--- src/rtl/mrs_seq_pkg.sv ---
package mrs_seq_pkg;

  typedef enum logic [1:0] {
    CMD_DES = 2'b00,
    CMD_NOP = 2'b01,
    CMD_MRS = 2'b10
  } mrs_cmd_e;

  typedef enum logic [2:0] {
    ST_IDLE         = 3'd0,
    ST_WAIT_PRECOND = 3'd1,
    ST_ISSUE_MRS    = 3'd2,
    ST_WAIT_TMOD    = 3'd3,
    ST_DONE         = 3'd4
  } mrs_state_e;

endpackage

--- src/rtl/mrs_reset_sync.sv ---
module mrs_reset_sync (
  input  logic clk,
  input  logic rst_n,
  output logic rst_sync_n
);
  logic stage1;

  always_ff @(posedge clk or negedge rst_n) begin
    if (!rst_n) begin
      stage1     <= 1'b0;
      rst_sync_n <= 1'b0;
    end else begin
      stage1     <= 1'b1;
      rst_sync_n <= stage1;
    end
  end
endmodule

--- src/rtl/mrs_cycle_timer.sv ---
module mrs_cycle_timer #(
  parameter int unsigned LOAD_VAL = 4
) (
  input  logic clk,
  input  logic rst_n,
  input  logic load,
  output logic running,
  output logic final_tick
);
  localparam int unsigned W = (LOAD_VAL < 1) ? 1 : $clog2(LOAD_VAL + 1);

  logic [W-1:0] cnt_q;
  logic [W-1:0] cnt_d;
  logic         cnt_en;

  assign cnt_en = load || (cnt_q != '0);

  always_comb begin
    if (load) cnt_d = W'(LOAD_VAL);
    else      cnt_d = cnt_q - W'(1);
  end

  always_ff @(posedge clk or negedge rst_n) begin
    if (!rst_n)      cnt_q <= '0;
    else if (cnt_en) cnt_q <= cnt_d;
  end

  assign running    = (cnt_q != '0);
  assign final_tick = (cnt_q == W'(1));
endmodule

--- src/rtl/mrs_precond_check.sv ---
module mrs_precond_check #(
  parameter int unsigned NUM_BANKS = 8
) (
  input  logic [NUM_BANKS-1:0] bank_idle,
  input  logic                 burst_active,
  input  logic                 trp_running,
  input  logic                 pre_issued,
  output logic                 ok
);
  logic all_idle;
  logic trp_met;

  assign all_idle = &bank_idle;
  assign trp_met  = !trp_running && !pre_issued;
  assign ok       = all_idle && !burst_active && trp_met;
endmodule

--- src/rtl/mrs_sequencer.sv ---
module mrs_sequencer
  import mrs_seq_pkg::*;
#(
  parameter int unsigned NUM_BANKS = 8,
  parameter int unsigned MR_SEL_W  = 2,
  parameter int unsigned MR_VAL_W  = 14,
  parameter int unsigned T_RP      = 5,
  parameter int unsigned T_MOD     = 12,
  parameter int unsigned T_MRSPDEN = 16
) (
  input  logic                 clk,
  input  logic                 rst_n,
  input  logic                 req_valid,
  input  logic [MR_SEL_W-1:0]  req_sel,
  input  logic [MR_VAL_W-1:0]  req_value,
  input  logic [NUM_BANKS-1:0] bank_idle,
  input  logic                 burst_active,
  input  logic                 pre_issued,
  input  logic                 odt_req,
  input  logic                 cke_req,
  output logic                 busy,
  output logic                 cmd_block,
  output logic [1:0]           cmd_out,
  output logic [MR_SEL_W-1:0]  mr_sel_out,
  output logic [MR_VAL_W-1:0]  mr_val_out,
  output logic                 odt_out,
  output logic                 cke_out,
  output logic                 done
);
  localparam int unsigned RP_LOAD   = (T_RP > 0) ? T_RP - 1 : 0;
  localparam int unsigned MOD_LOAD  = (T_MOD > 1) ? T_MOD - 1 : 1;
  localparam int unsigned PDEN_LOAD = (T_MRSPDEN > 0) ? T_MRSPDEN - 1 : 0;

  logic rst_sync_n;

  mrs_reset_sync u_rst (
    .clk        (clk),
    .rst_n      (rst_n),
    .rst_sync_n (rst_sync_n)
  );

  mrs_state_e state_q, state_d;

  logic issue_now;
  logic trp_running, trp_last;
  logic tmod_running, tmod_last;
  logic pden_running, pden_last;
  logic precond_ok;
  logic capture_en;

  logic [MR_SEL_W-1:0] sel_q;
  logic [MR_VAL_W-1:0] val_q;

  assign issue_now  = (state_q == ST_ISSUE_MRS);
  assign capture_en = (state_q == ST_IDLE) && req_valid;

  mrs_cycle_timer #(.LOAD_VAL(RP_LOAD)) u_trp (
    .clk        (clk),
    .rst_n      (rst_sync_n),
    .load       (pre_issued),
    .running    (trp_running),
    .final_tick (trp_last)
  );

  mrs_cycle_timer #(.LOAD_VAL(MOD_LOAD)) u_tmod (
    .clk        (clk),
    .rst_n      (rst_sync_n),
    .load       (issue_now),
    .running    (tmod_running),
    .final_tick (tmod_last)
  );

  mrs_cycle_timer #(.LOAD_VAL(PDEN_LOAD)) u_pden (
    .clk        (clk),
    .rst_n      (rst_sync_n),
    .load       (issue_now),
    .running    (pden_running),
    .final_tick (pden_last)
  );

  mrs_precond_check #(.NUM_BANKS(NUM_BANKS)) u_pre (
    .bank_idle    (bank_idle),
    .burst_active (burst_active),
    .trp_running  (trp_running),
    .pre_issued   (pre_issued),
    .ok           (precond_ok)
  );

  // next-state logic
  always_comb begin
    state_d = state_q;
    case (state_q)
      ST_IDLE:         if (req_valid)  state_d = ST_WAIT_PRECOND;
      ST_WAIT_PRECOND: if (precond_ok) state_d = ST_ISSUE_MRS;
      ST_ISSUE_MRS:                    state_d = ST_WAIT_TMOD;
      ST_WAIT_TMOD:    if (tmod_last)  state_d = ST_DONE;
      ST_DONE:                         state_d = ST_IDLE;
      default:                         state_d = ST_IDLE;
    endcase
  end

  always_ff @(posedge clk or negedge rst_sync_n) begin
    if (!rst_sync_n) state_q <= ST_IDLE;
    else             state_q <= state_d;
  end

  // request capture, enabled only when idle
  always_ff @(posedge clk or negedge rst_sync_n) begin
    if (!rst_sync_n) begin
      sel_q <= '0;
      val_q <= '0;
    end else if (capture_en) begin
      sel_q <= req_sel;
      val_q <= req_value;
    end
  end

  // outputs
  logic waiting;
  logic odt_hold;
  logic cke_hold;

  assign waiting  = (state_q == ST_WAIT_PRECOND);
  assign odt_hold = issue_now || (state_q == ST_WAIT_TMOD);
  assign cke_hold = waiting || issue_now || pden_running;

  assign busy       = (state_q != ST_IDLE);
  assign cmd_block  = waiting || issue_now || (state_q == ST_WAIT_TMOD);
  assign cmd_out    = issue_now ? CMD_MRS : CMD_DES;
  assign mr_sel_out = issue_now ? sel_q : '0;
  assign mr_val_out = issue_now ? val_q : '0;
  assign odt_out    = odt_req && !odt_hold;
  assign cke_out    = cke_req || cke_hold;
  assign done       = (state_q == ST_DONE);

  logic unused_ok;
  assign unused_ok = trp_last ^ pden_last ^ tmod_running;

endmodule

--- config.mk ---
export PLATFORM = sky130hd
export DESIGN_NAME = mrs_sequencer
export DESIGN_NICKNAME = d
export VERILOG_FILES = /design/src/rtl/mrs_seq_pkg.sv /design/src/rtl/mrs_reset_sync.sv /design/src/rtl/mrs_cycle_timer.sv /design/src/rtl/mrs_precond_check.sv /design/src/rtl/mrs_sequencer.sv
export SDC_FILE = /design/constraint.sdc
export NUM_CORES = 1
export LEC_CHECK = 0
export ABC_AREA = 1
export BUFFER_PORTS_ARGS = -buffer_cell sky130_fd_sc_hd__buf_2
export CAP_MARGIN = 40
export CELL_PAD_IN_SITES_DETAIL_PLACEMENT = 1
export CELL_PAD_IN_SITES_GLOBAL_PLACEMENT = 2
export CORE_UTILIZATION = 27
export CTS_CLUSTER_DIAMETER = 60
export DETAILED_ROUTE_END_ITERATION = 10
export PLACE_DENSITY_LB_ADDON = 0.1
export REMOVE_ABC_BUFFERS = 1
export SLEW_MARGIN = 20
export SYNTH_ARGS = -nofsm -noshare
export SYNTH_HDL_FRONTEND = slang
export SYNTH_SLANG_ARGS = --single-unit
--- constraint.sdc ---
create_clock -name clk -period 2 [get_ports clk]
set_input_delay 0.5 -clock clk [delete_from_list [all_inputs] [get_ports clk]]
set_output_delay 0.5 -clock clk [all_outputs]
set_load 0.02 [all_outputs]
# After elaboration in Yosys (flattened, before gate mapping)
# Index checks and enable logic that the tools add are counted.
[op_classes]
muxes = 10
add_sub_neg = 3
n_reduce_logical = 24
n_eq_ne = 8
[op_table]
columns = ["cell", "n"]
rows = [
  ["14-bit 2-to-1 mux", 1],
  ["3-bit 2-to-1 mux", 4],
  ["3-bit one-hot mux with 4 select lines", 1],
  ["1-bit logical OR", 8],
  ["4-bit 2-to-1 mux", 2],
  ["8-bit AND reduction", 1],
  ["4-bit nonzero test", 2],
  ["4-bit by 1-bit subtractor with 4-bit output (second input constant)", 2],
  ["3-bit by 2-bit == test with 1-bit output (second input constant)", 2],
  ["2-bit inequality test (second input constant)", 3],
  ["3-bit nonzero test", 2],
  ["1-bit logical AND", 5],
  ["4-bit by 1-bit == test with 1-bit output (second input constant)", 1],
  ["1-bit logical NOT", 4],
  ["2-bit 2-to-1 mux", 2],
  ["3-bit by 1-bit == test with 1-bit output (second input constant)", 1],
  ["3-bit == test (second input constant)", 1],
  ["3-bit logical NOT", 1],
  ["3-bit AND reduction", 1],
  ["3-bit by 1-bit subtractor with 3-bit output (second input constant)", 1],
]
[word_totals]
register_bits = 32
out_inout_bits = 23
wordCells = 53
in_bits = 31

# Depth between registers and ports, before layout
# Gate-level depths: netlist of run 1.
[logic_depth]
ltp_word = 6
mapped_depth = 8
ltp_nobuf = 8

# By module
# Synthesis of run 1 repeated with hierarchy kept, for this count alone.
[unflattened]
cells_unflattened = 223
area_unflattened_um2 = 1824.2
[modules_own_cells]
columns = ["mod", "seq_area_each_um2", "cells_each", "area_each_um2", "n_inst"]
rows = [
  ["mrs_sequencer", 475.5, 121, 1032.2, 1],
  ["mrs_cycle_timer at u_pden", 100.1, 33, 251.5, 1],
  ["mrs_cycle_timer at u_tmod", 100.1, 30, 245.2, 1],
  ["mrs_cycle_timer at u_trp", 75.1, 25, 193.9, 1],
  ["mrs_reset_sync", 50.0, 3, 53.8, 1],
  ["mrs_precond_check", 0.0, 11, 47.5, 1],
]

# Least setup slack after synthesis of run 1
# Ideal clock, no wire load.
[synth_timing]
path_type = "register -> output"
startpoint = "register u_pden.cnt_q[0]"
endpoint = "output port cke_out"
stages_incl_launch_ff = 5
path_slack_ns = 0.307
required_ns = 1.500
n_path_buf = 0
arrival_ns = 1.193
path_cell_list = "dfrtp_1 inv_1 ha_1 nand3_1 or3_1"
[synth_between]
elab_chain_cells = 3
[synth_lines]
columns = ["item", "line_no", "source"]
rows = [
  ["start: declaration", "mrs_cycle_timer.sv:12", "logic [W-1:0] cnt_q;"],
  ["start signal: assignment", "mrs_cycle_timer.sv:25", "else if (cnt_en) cnt_q <= cnt_d;"],
  ["4-bit nonzero test", "mrs_cycle_timer.sv:28", "assign running = (cnt_q != '0);"],
  ["1-bit logical OR", "mrs_sequencer.sv:125", "assign cke_hold = waiting || issue_now || pden_running;"],
  ["1-bit logical OR", "mrs_sequencer.sv:133", "assign cke_out = cke_req || cke_hold;"],
  ["end: declaration", "mrs_sequencer.sv:27", "output logic cke_out,"],
]
# No other way between the ends.

# Worst setup path in the final report of run 1
[layout_timing]
startpoint = "register u_pden.cnt_q[1]"
endpoint = "output port cke_out"
# The elaborated chain is that of the path after synthesis.

==> key figures, run 1 <==
Outcome
  – Outcome: complete, no violations

Floorplan
  – Starting density of the core: 28.4%
  – Die Wd: approximately 79 um
  – Die height: 78.7 um
  – Area of the die: 6200 um^2
  – IO Pins: 54
  – Core outline area: between 5000 and 6000 um^2
  – Row Count: 27

Setup path
  – CP max stage cell: or3_4
  – Crit path DAT: between 1 and 1.5 ns
  – Startpoint Class: flip-flop
  – Crit path max-delay family: simple AND/OR/NAND/NOR gates
  – CP Buf/Inv Count: 2
  – CP Cell Sequence: inv_2, ha_4, nand3_2, or3_4, buf_6
  – Kind of end point of the critical path: primary output
  – Worst EP required: 1.50 ns
  – Critical path class: flip-flop to primary output
  – Largest stage delay on the critical path: just under 0.4 ns
  – Max Fanout on Critical Path: 3

Detailed routing
  – Detail Route Antenna Nets: 0
  – 1st-pass router iterations: 4
  – Residual DRC: 0
  – Via-to-Cell Ratio: between 4 and 5
  – Routed wire length: 3.87 mm
  – DRT iter0 DRCs: 23
  – DR vias: between 1000 and 1500
  – Routed length per instance: 11.5 um

Cells and area
  – Area Growth Syn to Fin: 37.1%
  – Layout cell share with drive strength beyond 1: 32.1%
  – Final net count: 301
  – Final non-filler cell total: 337
  – Multi-input logic area: 639 um^2
  – Fill cell instance count of the final layout: 718
  – FF/Latch Area: 803 um^2
  – Commonest non-fill, non-tap cell in the layout: buf_2
  – Most frequent cells in the layout: buf_2, nor2_1, inv_1
  – Antenna cells: 0
  – Fin util: between 30 and 40%

Clocking
  – CTS tree: done
  – CTS sink cnt: 32
  – Clock-pin slew on the worst setup and hold paths: 0.07 ns
  – H-Tree Depth: 2
  – Worst-Skew Late Latency: 0.28 ns
  – CTS max path bufs: 2
  – CTS Root Cell: clkbuf_8
  – CTS buffer count: 5

Synth
  – Synth cell types: 25
  – Post-synthesis area per instance: 8.03 um^2
  – Post-synth EDFFs: 0
  – Flop and latch count out of synthesis: 32
  – Ys flop type: dfrtp_1
  – Syn Inst Count: 198
  – Async set-reset flop share out of synthesis: 100%
  – Seq/Total Area, Yosys: 50.4%
  – Synthesis Warnings: 0
  – Cell Area, Synth: 1590 um^2

Min path
  – HP Class: flip-flop to async pin

Power and ir drop
  – PwrDens: 1540 nW/um^2
  – P_int: 1.97 mW
  – Net Switching: between 1 and 1.5 mW
  – Static leakage: 1.23 nW
  – Seq pwr share: about a third
  – Clock share of power: 17.9%
  – Peak supply drop: 500 uV
  – Sw frac: 41.3%
  – Final Total Pwr: 3.36 mW
  – Comb pwr share: 49.8%

STA
  – Clock Skews: between 0.004 and 0.005 ns
  – Fmax: 506 MHz
  – Finish-stage setup viols: 0
  – Worst-margin pin slew: between 0.6 and 0.7 ns
  – Final Cycle Share: between 90 and 100%
  – Unrepaired setup endpoints after global routing: true
  – Tmin final: a little under 2 ns
  – Max_slew headroom: 56.4%
  – Fin. max-slew vios: 0
  – Fin. Hold Viols: 0
  – Fin Setup TNS: 0 ns

Job
  – Max-cap violations: 0

Global route
  – Global-route usage over all layers: 13.7%
  – Vias in the first global route: 1500
  – Antenna violations before repair: 0
  – Pin count of the biggest net entering global routing: 33
  – Grt ovf: 0
  – First-pass GRT wire length: 6.57 mm

Placed design
  – PortBufs: 52
  – GPL Wtd Cong: roughly 0.76
  – Cells after DPL: 320
  – Detailed-placement wirelength estimate: 2.90 mm
routing by layer:
layer  vias up  track usage [%]  wire, um
li1        733                -         -
met1       660             16.6      1720
met2        38             23.0      1900
met3         6             3.79       199
met4         0             5.56        57
met5         -                0         0
kinds of logic after synthesis:
group | count (synthesis) | share of synthesized area [%]
AO/OA/AOI/OAI | 34 | 11.6
XOR/XNOR | 2 | 1.10
adder cells (fa/ha/maj) | 6 | 4.72
buffers and inverters | 45 | 11.5
flip-flops | 32 | 50.4
other | 2 | 0.472
AND/OR/NAND/NOR | 77 | 20.2
power by group through the flow:
stage / clock (mW) / combinational, mW / sequential, mW
CTS: 0.626 / 1.49 / 1.08
floorplan: 0 / 1.03 / 1.06
detailed placement: 0 / 1.47 / 1.09
global placement: 0 / 1.47 / 1.08
finish: 0.601 / 1.67 / 1.09
global route: 0.653 / 1.91 / 1.12
cell type report:
class	instances	share of cell area, %
clock buffer	6	3.33
inverter	38	6.54
timing repair buffer	66	18.2
multi-input combinational	121	29.3
sequential	32	36.9
clock inverter	2	1.61
tap	72	4.13
cell usage after synthesis (2+ instances only):
library cell,n,area share (%)
nor2_1,43,10
inv_1,37,8.7
dfrtp_1,32,50
nand2_1,21,5.0
a21oi_1,19,6.0
o21ai_0,8,2.5
nand3_1,7,2.2
ha_1,6,4.7
buf_2,5,1.6
a211oi_1,2,0.94
a31oi_1,2,0.79
buf_4,2,0.94
conb_1,2,0.47
per-stage QoR:
stage                     area [um^2]  worst slack, ns  hold slack [ns]
after floorplan                  1550            0.282            0.204
after global placement           1940            0.295            0.151
final                            2180           0.0220            0.143
after global routing             2180          -0.0281            0.178
after CTS                        2060         -0.00825            0.165
after detailed placement         1940            0.281            0.158
final timing paths:
| check | start | to | slack (ns) | cells past startpoint |
|---|---|---|---|---|
| worst max register to register | state_q[0] | sel_q[1] | 0.26 | 5 |
| min in group clk | u_rst.stage1 | u_rst.rst_sync_n | 0.36 | 0 |
| worst min register to register | u_rst.rst_sync_n | u_tmod.cnt_q[3] | 0.14 | 0 |
| worst max-delay path | u_pden.cnt_q[1] | cke_out | 0.02 | 5 |
| worst min-delay path | u_rst.rst_sync_n | u_tmod.cnt_q[3] | 0.14 | 0 |
| max in group asynchronous | u_rst.rst_sync_n | state_q[1] | 1.34 | 1 |
sequential cells by signal (all words and copies together) (netlist names):
name and flops:
val_q 14, u_pden.cnt_q 4, u_tmod.cnt_q 4, state_q 3, u_trp.cnt_q 3, sel_q 2
u_rst.rst_sync_n 1, u_rst.stage1 1
timing repair:
| action | 4_1_cts | 5_1_grt |
|---|---|---|
| pin swaps | 0 | 3 |
| buffers inserted | 0 | 8 |
| endpoints found under the hold margin | 2 | 0 |
| hold buffers | 1 | 0 |
| resized for setup | 3 | 18 |
| setup endpoints to repair | 2 | 18 |
Power figures use the tool's default switching activity.
==> run 2, diff against run 1 <==
Settings changed: CORE_UTILIZATION 27 to 29, SYNTH_HIERARCHICAL set to 1.
==> key figures, run 2 <==
Setup path
  – Critical path class: flip-flop to primary output
  – CP Buf/Inv Count: 2
  – Worst EP required: 1.50 ns
  – CP max stage cell: dfrtp_1
  – Kind of end point of the critical path: primary output
  – Reg2Reg Setup Slack: between 0.4 and 0.5 ns
  – Worst reg2reg endpoint: state_q[2]
  – Crit path DAT: 1.40 ns
  – Max Fanout on Critical Path: 4
  – Worst Reg2Reg Path Length in Cells: 8
  – Reg-to-reg critical path startpoint: u_trp/cnt_q[0]
  – Startpoint Class: flip-flop
  – Largest stage delay on the critical path: around 0.4 ns
  – Crit path max-delay family: flip-flops
  – CP Cell Sequence: inv_1, ha_4, nand2_2, nor2_1, nand2_1, buf_2

Detailed routing
  – Routed length per instance: around 11 um
  – DR vias: 1489
  – Residual DRC: 0
  – Routed wire length: 3.95 mm
  – DRT iter0 DRCs: 34
  – 1st-pass router iterations: 4
  – Detail Route Antenna Nets: 0
  – Via-to-Cell Ratio: 4.27

STA
  – Fin. Hold Viols: 0
  – Finish-stage setup viols: 0
  – Clock Skews: 0.00453 ns
  – Max_slew headroom: 66.0%
  – Tmin final: between 1.5 and 2 ns
  – Fmax: 527 MHz
  – Final Cycle Share: between 90% and 100%
  – Worst-margin pin slew: 0.510 ns
  – Worst hold slack: 0.0188 ns
  – Fin. max-slew vios: 0

Cells and area
  – Final non-filler cell total: 349
  – Biggest register: val_q
  – Commonest non-fill, non-tap cell in the layout: buf_2
  – Layout cell share with drive strength beyond 1: 36.1%
  – Final net count: 312
  – Most frequent cells in the layout: buf_2, inv_1, nor2_1
  – Max reg flops: 14
  – Area Growth Syn to Fin: 24.5%
  – Antenna cells: 0
  – Leading registers by flop count: val_q: 14 flops, u_pden/cnt_q: 4 flops, u_tmod/cnt_q: 4 flops

Floorplan
  – Row Count: 28
  – Starting density of the core: 30.1%
  – IO Pins: 54
  – Die Wd: roughly 80 um
  – Area of the die: 6470 um^2
  – Core outline area: 5920 um^2
  – Die height: just over 80 um

Synth
  – Cell Area, Synth: about 1800 um^2
  – Post-synthesis area per instance: 8.18 um^2
  – Synthesis Warnings: 6
  – Syn Inst Count: approximately 220

Clocking
  – Clock-pin slew on the worst setup and hold paths: 0.06 ns
  – CTS tree: done
  – CTS Root Cell: clkbuf_8
  – CTS sink cnt: 32
  – H-Tree Depth: 2
  – Setup bufs post-CTS: 0
  – CTS buffer count: 5
  – CTS max path bufs: 2
  – Worst-Skew Late Latency: 0.28 ns

Global route
  – Global-route usage over all layers: 13.9%
  – First-pass GRT wire length: around 6.8 mm
  – Grt ovf: 0
  – Antenna violations before repair: 0
  – Vias in the first global route: 1580
  – Pin count of the biggest net entering global routing: 33

Placed design
  – GPL Wtd Cong: 0.723
  – Detailed-placement wirelength estimate: slightly above 3 mm
  – PortBufs: 52
  – Cells after DPL: 341

Power and ir drop
  – PwrDens: 1430 nW/um^2
  – Peak supply drop: 423 uV
  – Static leakage: 1.23 nW

Min path
  – HP Class: flip-flop to async pin

Outcome
  – Outcome: complete, no violations

Job
  – Max-cap violations: 0
## run 2: timing repair
item | 4_1_cts | 5_1_grt
hold buffers | 1 | 0
gates resized for setup | 2 | 3
setup endpoints to repair | 2 | 2
endpoints found under the hold margin | 2 | 0
## run 2: worst max-delay path by stage
stage	from	to	slack, ns	depth (start not counted)
2_1_floorplan	state_q[0]	mr_sel_out[0]	0.42	3
3_3_place_gp	state_q[2]	cmd_block	0.33	7
3_5_place_dp	state_q[2]	cmd_block	0.30	7
4_1_cts	u_pden/cnt_q[0]	cke_out	0.02	6
5_1_grt	u_pden/cnt_q[0]	cke_out	-0.001	6
6_report	u_pden/cnt_q[0]	cke_out	0.10	6
## run 2: area by class of cell
class                           instances  area [um^2]
Fill cell                             732         3700
Sequential cell                        32          803
Multi-Input combinational cell        136          774
Clock buffer                            7         96.3
Inverter                               44          165
Tap cell                               75         93.8
Timing Repair Buffer                   55          289
## run 2: stage by stage
stage | TNS [ns] | area (um^2) | power, mW | util, % | setup slack (ns)
5_1_grt | -0.00101 | 2220 | 3.51 | 37.5 | -0.00101
6_report | 0 | 2220 | 3.17 | 37.5 | 0.104
3_3_place_gp | 0 | 2100 | 2.63 | 35.4 | 0.332
3_5_place_dp | 0 | 2100 | 2.65 | 35.4 | 0.298
2_1_floorplan | 0 | 1730 | 2.23 | - | 0.416
4_1_cts | 0 | 2210 | 3.21 | 37.3 | 0.0218
## run 2: per-layer routing
metal	global-route usage (%)	routed length, um	up-vias
met1	16.3	1780	694
met5	0	0	-
met3	3.41	135	7
met2	23.9	1970	24
li1	-	-	764
met4	5.89	63	0
## run 2: worst register-to-register path, stage by stage, from the launching register on
cell      delay [ns]
dfrtp_1         0.38
inv_1           0.10
ha_1            0.24
nand2_2         0.09
nand3b_1        0.17
nor2_2          0.11
nand3b_1        0.14
nand2_1         0.08
nor3_1          0.14
## run 2: power by group
group	total [mW]	internal [mW]	leakage, nW	switching, mW
registers	1.09	0.935	0.359	0.157
logic	1.55	0.560	0.819	0.986
clock network	0.531	0.306	0.0503	0.225
